===== src/rtl/xs_pkg.sv =====
package xs_pkg;
  localparam int NSRC   = 6;
  localparam int NLVL   = 5;
  localparam int REG_W  = 8;
  localparam int IDX_ZC   = 0;
  localparam int IDX_DCD  = 1;
  localparam int IDX_SYNC = 2;
  localparam int IDX_CTS  = 3;
  localparam int IDX_TXU  = 4;
  localparam int IDX_BRK  = 5;
  localparam logic [REG_W-1:0] RSVD_MASK = 8'h05;

  // register bit that enables a given source index
  function automatic int src_bit(input int idx);
    case (idx)
      IDX_BRK:  return 7;
      IDX_TXU:  return 6;
      IDX_CTS:  return 5;
      IDX_SYNC: return 4;
      IDX_DCD:  return 3;
      default:  return 1;
    endcase
  endfunction

  function automatic logic [REG_W-1:0] clean_mask(input logic [REG_W-1:0] m);
    return m & ~RSVD_MASK;
  endfunction

  function automatic logic [NSRC-1:0] mask_to_en(input logic [REG_W-1:0] m);
    logic [NSRC-1:0] e;
    for (int i = 0; i < NSRC; i++) e[i] = m[src_bit(i)];
    return e;
  endfunction
endpackage


===== src/rtl/xs_cfg_reg.sv =====
module xs_cfg_reg
  import xs_pkg::*;
#(
  parameter int W = REG_W,
  parameter int N = NSRC
) (
  input  logic         clk,
  input  logic         rst_n,
  input  logic         we,
  input  logic [W-1:0] wdata,
  output logic [N-1:0] en_vec
);
  logic [W-1:0] mask_q;

  always_ff @(posedge clk or negedge rst_n) begin
    if (!rst_n)  mask_q <= '0;
    else if (we) mask_q <= clean_mask(wdata);
  end

  assign en_vec = mask_to_en(mask_q);

  AST_EN_HOLDS: assert property (@(posedge clk) disable iff (!rst_n)
    !we |=> $stable(en_vec));
endmodule


===== src/rtl/xs_change_det.sv =====
module xs_change_det
  import xs_pkg::*;
#(
  parameter int NL = NLVL
) (
  input  logic        clk,
  input  logic        rst_n,
  input  logic [NL-1:0] lvl_in,
  input  logic        pulse_in,
  output logic [NL:0] evt,
  output logic [NL:0] cur
);
  logic [NL:0] prev_q;

  assign cur = {lvl_in, pulse_in};

  always_ff @(posedge clk or negedge rst_n) begin
    if (!rst_n) prev_q <= '0;
    else        prev_q <= cur;
  end

  // bit 0 is the pulse source: rising edge only
  assign evt[0] = pulse_in & ~prev_q[0];

  for (genvar g = 1; g <= NL; g++) begin : g_lvl
    assign evt[g] = cur[g] ^ prev_q[g];
  end

  AST_PULSE_ONCE: assert property (@(posedge clk) disable iff (!rst_n)
    evt[0] |=> !evt[0]);
endmodule


===== src/rtl/xs_cause_latch.sv =====
module xs_cause_latch
  import xs_pkg::*;
#(
  parameter int N = NSRC
) (
  input  logic         clk,
  input  logic         rst_n,
  input  logic         chan_rst,
  input  logic         clr,
  input  logic [N-1:0] qual,
  input  logic [N-1:0] cur,
  output logic [N-1:0] cause_q,
  output logic [N-1:0] stat_q,
  output logic         pend
);
  logic [N-1:0] cause_d;
  logic         snap_en;

  assign pend    = |cause_q;
  assign cause_d = (clr ? '0 : cause_q) | qual;
  assign snap_en = !pend || clr;

  always_ff @(posedge clk or negedge rst_n) begin
    if (!rst_n) begin
      cause_q <= '0;
      stat_q  <= '0;
    end else if (chan_rst) begin
      cause_q <= '0;
      stat_q  <= '0;
    end else begin
      cause_q <= cause_d;
      if (snap_en) stat_q <= cur;
    end
  end

  AST_STAT_FROZEN: assert property (@(posedge clk) disable iff (!rst_n)
    (pend && !clr && !chan_rst) |=> $stable(stat_q));
  AST_CLR_EMPTIES: assert property (@(posedge clk) disable iff (!rst_n)
    (clr && !chan_rst && qual == '0) |=> (cause_q == '0));
  AST_CHAN_CLEARS: assert property (@(posedge clk) disable iff (!rst_n)
    chan_rst |=> (cause_q == '0 && stat_q == '0));
endmodule


===== src/rtl/xs_event_gate.sv =====
module xs_event_gate
  import xs_pkg::*;
(
  input  logic       clk,
  input  logic       rst_n,
  input  logic       chan_rst,
  input  logic       mask_we,
  input  logic [7:0] mask_wdata,
  input  logic       grp_en,
  input  logic       brk_in,
  input  logic       txu_in,
  input  logic       cts_in,
  input  logic       sync_in,
  input  logic       dcd_in,
  input  logic       zc_pulse,
  input  logic       clr_cmd,
  output logic       irq_pend,
  output logic [5:0] src_flags,
  output logic [5:0] stat_lat
);
  logic [NSRC-1:0] en_vec;
  logic [NSRC-1:0] evt_raw;
  logic [NSRC-1:0] lvl_cur;
  logic [NSRC-1:0] evt_qual;

  xs_cfg_reg #(.W(REG_W), .N(NSRC)) u_cfg (
    .clk(clk), .rst_n(rst_n), .we(mask_we), .wdata(mask_wdata), .en_vec(en_vec)
  );

  xs_change_det #(.NL(NLVL)) u_det (
    .clk(clk), .rst_n(rst_n),
    .lvl_in({brk_in, txu_in, cts_in, sync_in, dcd_in}),
    .pulse_in(zc_pulse), .evt(evt_raw), .cur(lvl_cur)
  );

  assign evt_qual = evt_raw & en_vec & {NSRC{grp_en}};

  xs_cause_latch #(.N(NSRC)) u_lat (
    .clk(clk), .rst_n(rst_n), .chan_rst(chan_rst), .clr(clr_cmd),
    .qual(evt_qual), .cur(lvl_cur),
    .cause_q(src_flags), .stat_q(stat_lat), .pend(irq_pend)
  );

  AST_GRP_GATES: assert property (@(posedge clk) disable iff (!rst_n)
    (!grp_en && !clr_cmd && !chan_rst) |=> (src_flags == $past(src_flags)));
  AST_PRE_ENABLED: assert property (@(posedge clk) disable iff (!rst_n)
    1'b1 |=> ((src_flags & ~$past(src_flags) & ~$past(en_vec)) == '0));
  AST_EDGE_RAISES: assert property (@(posedge clk) disable iff (!rst_n)
    (|evt_qual && !chan_rst) |=> irq_pend);
endmodule


===== config.mk =====
export PLATFORM = sky130hd
export DESIGN_NAME = xs_event_gate
export DESIGN_NICKNAME = d
export VERILOG_FILES = /design/src/rtl/xs_pkg.sv /design/src/rtl/xs_cfg_reg.sv /design/src/rtl/xs_change_det.sv /design/src/rtl/xs_cause_latch.sv /design/src/rtl/xs_event_gate.sv
export SDC_FILE = /design/constraint.sdc
export NUM_CORES = 1
export LEC_CHECK = 0
export CORE_ASPECT_RATIO = 1.5
export CORE_MARGIN = 5
export CORE_UTILIZATION = 35
export DETAILED_ROUTE_END_ITERATION = 10
export DONT_BUFFER_PORTS = 1
export PLACE_DENSITY = 0.54
export SLEW_MARGIN = 10
export SYNTH_ARGS = -nofsm -noshare
export SYNTH_HDL_FRONTEND = slang
export SYNTH_SLANG_ARGS = --single-unit

===== constraint.sdc =====
create_clock -name clk -period 1.1 [get_ports clk]
set_input_delay 0.055 -clock clk [delete_from_list [all_inputs] [get_ports clk]]
set_output_delay 0.055 -clock clk [all_outputs]
set_load 0.01 [all_outputs]

==> impl_metrics.ini, run 1 <==
[drt]
antenna_left = 0
drt_iter0_drc = 33
vias = 808
drtPass1Iterations = 4
routed_wl_um = 2460
via_per_inst = 5.39
wl_per_cell_um = 16.4
drc = 0

[global_route]
grt_pass1_wl_um = 4230
grt_max_degree = 25
grt_use_total_pct = 13.7
grt_pass1_vias = 876
antenna_found_initial = 0
overflow = 0

[worst_setup_path]
end_kind = output pin
cpMaxStageDelayCell = dfrtp_1
worst_ep_required_time_ns = 1.04
critPathMaxStageDelay_ns = 0.42
critPathLaunchType = flip-flop
crit_type = flip-flop to output pin
crit_path_cell_trace = nor4_4 -> buf_6 -> nand2_4
cp_max_fo = 5
ff2ff_setup_slack_ns = -0.15
worstPathArrival_ns = 1.20

[clock_tree]
cts_buffers = 3
cts.clk_slew.worst_paths_ns = 0.09
cts_tree = built
clock_sinks = 24
cts_root_buffer = clkbuf_8
clk_latency_ns = 0.27
cts_max_level = 1
cts.path.max_buffers = 2

[timing]
finalWorstSetupSlack_ns = -0.152
maxSlewViolCount = 0
skew_ns = 0.00736
relSlewSlack_pct = 29.9
tns_ns = -0.996
worst_pin_slew_ns = 1.05
post-route-period-util_pct = 114
period_minus_slack_ns = 1.25
rsz0062_at_grt = yes
max_freq_mhz = 799
setup_viol = 7
hold_viol = 0

[yosys]
synth_top_family_by_area = simple AND/OR/NAND/NOR gates
synthSimpleGateAreaFrac_pct = 14.5
synth_nets = 100
ys_ff_latch = 24
synth-xor-area-share_pct = 4.17
muxShareOfSynthArea_pct = 6.44
synthDistinctLibCells = 20
synth.avg_cell_area_um2 = 13.1
synthArstFlopShare_pct = 100
synth-adder-area-share_pct = 0
synth-main-ff-cell = dfrtp_1
netlist.area_leader.share_pct = 57.2
synthTopCellsByCount = dfrtp_1 (24), nand2_1 (7), nand4b_1 (7)
synth_edf_count = 0
syn_inst = 80
syn-cell-area_um2 = 1050
ys_warn_count = 0
yosysMostFrequentCell = dfrtp_1
synth_compound_area_share_pct = 14.3
ys_top_cells_by_area = dfrtp_1 (57%), mux2_2 (6.4%), nand4b_1 (5.8%)
yosys.area.top_type = dfrtp_1
yosysSeqAreaShare_pct = 57.2

[floorplanning]
die_h_um = 77.1
dieArea_um2 = 4220
core_um2 = 2910
rows = 24
die_x_um = 54.7
initial_utilization_pct = 36.0
ios = 33

[layout]
layout-drive-gt1-share_pct = 25.2
diodes = 0
multiInputGateArea_um2 = 422
fin_area_um2 = 1440
finalNetCount = 132
num-fill-cells = 251
regArea_um2 = 601
syn2layout_area_growth_pct = 37.4

[run_status]
failed_checks = negative setup slack
status = complete, but fails checks

[power_and_ir_drop]
p_leak_nw = 0.614
ir_drop_mv = 1.12
powerDensity_nw_per_um2 = 1490

[run]
cap_violations = 0

[placement]
portBuffers = 0
dp_hpwl_um = 1720
routabilityCongestion = 0.695
postPlaceCellArea_um2 = 1150

[hold_path]
hold_class = input pin to flip-flop
-- final timing paths --
kind	startpoint	endpoint	cells past startpoint
max	u_lat.cause_q[1]	irq_pend	3
min	chan_rst	u_lat.stat_q[1]	2
max reg2reg	u_lat.cause_q[1]	u_lat.stat_q[0]	5
min reg2reg	u_cfg.mask_q[7]	u_cfg.mask_q[7]	1
max in group asynchronous	rst_n	u_lat.stat_q[4]	1
min in group asynchronous	rst_n	u_cfg.mask_q[4]	1
-- metrics by stage --
step | worst slack [ns] | utilization (%) | hold WS, ns | total power, mW | instances
CTS | -0.149 | 49.3 | 0.00471 | 2.16 | 150
finish | -0.152 | 49.5 | 0.0142 | 2.14 | 150
global route | -0.230 | 49.5 | 0.0443 | 2.23 | 150
global placement | -0.0343 | 39.6 | -0.240 | 1.24 | 126
detailed placement | -0.0756 | 39.6 | -0.240 | 1.25 | 126
floorplan | -0.113 | - | -0.241 | 1.20 | 80
-- cells in the final DEF (no fill, tap or decap), types with 5 or more instances in the layout --
| cell type | n |
|---|---|
| dfrtp_1 | 24 |
| dlygate4sd3_1 | 16 |
| buf_4 | 11 |
| nand4b_1 | 7 |
| mux2_2 | 6 |
| nand2_1 | 6 |
| o211ai_1 | 6 |
| xor2_1 | 5 |
| a32o_1 | 5 |
| a32oi_1 | 5 |
-- power breakdown --
group | switching (mW) | internal (mW) | total (mW)
registers | 0.0665 | 0.953 | 1.02
logic | 0.153 | 0.193 | 0.346
clock network | 0.293 | 0.487 | 0.779
total | 0.512 | 1.63 | 2.14
-- per-layer routing --
layer	GRT usage [%]	vias up	wire length (um)
li1	-	369	-
met1	14.8	406	864
met4	7.23	0	63
met3	2.91	7	145
met5	0	-	0
met2	23.5	26	1390
-- area by class of cell --
cell class / count / share of cell area [%]
Timing Repair Buffer: 32 / 20.8
Sequential cell: 24 / 41.6
Clock buffer: 3 / 2.86
Clock inverter: 1 / 2.08
Multi-Input combinational cell: 51 / 29.2
Tap cell: 39 / 3.38
-- state kept, by name, summed over array words and instances (netlist names) --
signal and cells:
u_det.prev_q 6, u_cfg.mask_q 6, u_lat.cause_q 6, u_lat.stat_q 6
-- logic make-up after synthesis --
group	after synthesis
xor gates and xnor gates	5
muxes	6
buffers and inverters	5
AOI/OAI and AO/OA	18
DFF	24
and+or+nand+nor	22
-- timing repair --
action / in CTS / in global routing
hold buffers: 17 / 0
hold endpoints to repair: 43 / 0
resized for setup: 5 / 2
pin swaps: 3 / 1
setup buffers: 3 / 0
setup endpoints to repair: 7 / 31
-- worst max-delay path, delay by kind of cell (launching register included) --
family                 cells  cell delay (ns)
DFF                        1             0.42
and+or+nand+nor            2             0.34
buffers and inverters      1             0.16
(Power assumes the default switching activity.)
==> run 2: changes to the inputs <==
PLACE_DENSITY = 0.52   (was 0.54)
REMOVE_ABC_BUFFERS = 1   (was unset)
SLEW_MARGIN = 5   (was 10)
clock period = 1.4 ns   (was 1.1 ns; I/O delays follow)
==> impl_metrics.ini, run 2 (same netlist as run 1, synthesis figures left out) <==
[run_status]
status = finished clean

[timing]
tns_ns = 0
setup_viol = 0
hold_viol = 0
worst_pin_slew_ns = 1.06
finalWorstSetupSlack_ns = 0.0674
period_minus_slack_ns = 1.33
relSlewSlack_pct = 29.4
post-route-period-util_pct = 95.2
rsz0062_at_grt = yes
skew_ns = 0.00136
max_freq_mhz = 750
maxSlewViolCount = 0

[drt]
antenna_left = 0
drt_iter0_drc = 16
routed-wl-met3_um = 157
drc = 0
vias = 774
top_layer = met4
via_per_inst = 5.34
met1_length_um = 987
routed_wl_um = 2490
wl_per_cell_um = 17.2
drtPass1Iterations = 4
wl_met2_um = 1330

[power_and_ir_drop]
p_comb_share_pct = 15.6
powerDensity_nw_per_um2 = 1180
p_leak_nw = 0.583
seq_power_share_pct = 48.6
power.share.switching_pct = 22.9
totalPowerFinal_mw = 1.66
net-switching-power_uw = 382
ir_drop_mv = 0.642
pwr-share-clk_pct = 35.8
p_int_mw = 1.28

[clock_tree]
cts_max_level = 1
cts.clk_slew.worst_paths_ns = 0.08
cts_tree = built
cts_root_buffer = clkbuf_8
cts.path.max_buffers = 2
clk_latency_ns = 0.26
cts_buffers = 3
clock_sinks = 24

[global_route]
antenna_found_initial = 0
grt_use_total_pct = 12.9
grt_max_degree = 25
grt_pass1_vias = 884
overflow = 0
grt_pass1_wl_um = 4080

[worst_setup_path]
worstPathArrival_ns = 1.26
r2r_end = u_cfg.mask_q[3]
critPathLaunchType = flip-flop
worst_ep_required_time_ns = 1.33
reg2reg_depth = 2
crit_type = flip-flop to output pin
reg2reg_from = u_cfg.mask_q[3]
ff2ff_setup_slack_ns = 0.08
cp_max_fo = 3
end_kind = output pin

[layout]
final_cell_mix = dfrtp_1 (22), dlygate4sd3_1 (20), nand4b_1 (7), nand2_1 (7)
fin_area_um2 = 1410
diodes = 0
final_common_cell = dfrtp_1
finalNetCount = 127
layout-drive-gt1-share_pct = 18.9
syn2layout_area_growth_pct = 34.4

[hold_path]
hold_depth = 2
hold_class = input pin to flip-flop
hp-start = txu_in
min_to = u_lat.stat_q[4]

[floorplanning]
initial_utilization_pct = 36.0
ios = 33
dieArea_um2 = 4220
die_h_um = 77.1
core_um2 = 2910
rows = 24
die_x_um = 54.7

[placement]
portBuffers = 0
dp_hpwl_um = 1660
pre_cts_ws_ns = 0.116
postPlaceCellArea_um2 = 1090
routabilityCongestion = 0.666

[run]
cap_violations = 0
run 2: changes by cell type in the layout (fill, tap and decap cells not counted), sizes merged:
| cell | delta |
|---|---|
| buf | -9 |
| dlygate4sd3 | +4 |
run 2: through the flow:
step           instances  hold WS, ns  util, %
2_1_floorplan         75       -0.226        -
3_3_place_gp         118       -0.225     37.5
3_5_place_dp         118       -0.225     37.5
4_1_cts              145      0.00306     48.3
5_1_grt              145      0.00881     48.5
6_report             145      0.00799     48.5
run 2: timing repair:
item	in CTS	in global routing
endpoints found under the hold margin	42	0
hold buffers	21	0
setup buffers	2	0
resized for setup	2	2
setup endpoints to repair	1	3
run 2: critical path: stages, from the launching register on:
cell     delay [ns]
dfrtp_2        0.46
nor4_4         0.29
buf_6          0.15
nand2_1        0.10
run 2: layout make-up:
type / count / area [um^2]
clock buffer: 3 / 41.3
multi-input combinational: 51 / 414
fill: 285 / 1500
tap: 39 / 48.8
clock inverter: 1 / 30.0
sequential: 24 / 603
timing repair buffer: 27 / 274
run 2: worst max path at each step:
stage,from,endpoint,slack (ns),cells past startpoint
6_report,u_lat.cause_q[4],irq_pend,0.07,3
4_1_cts,u_lat.cause_q[4],irq_pend,0.04,3
3_5_place_dp,u_lat.cause_q[4],u_lat.stat_q[4],0.12,4
3_3_place_gp,u_lat.cause_q[4],u_lat.stat_q[5],0.14,4
5_1_grt,u_lat.cause_q[4],irq_pend,-0.01,3
2_1_floorplan,u_lat.cause_q[4],u_lat.stat_q[0],0.11,3
run 2: power groups by stage:
stage / registers (mW) / logic [mW] / clock network [mW]
finish: 0.809 / 0.260 / 0.595
global route: 0.818 / 0.285 / 0.641
CTS: 0.811 / 0.261 / 0.616
detailed placement: 0.826 / 0.151 / 0
global placement: 0.823 / 0.147 / 0
floorplan: 0.810 / 0.110 / 0
run 2: per-layer routing:
layer	GRT usage, %	vias up
li1	-	356
met1	16.0	396
met2	21.3	20
met3	2.91	2
met4	3.74	0
met5	0	-
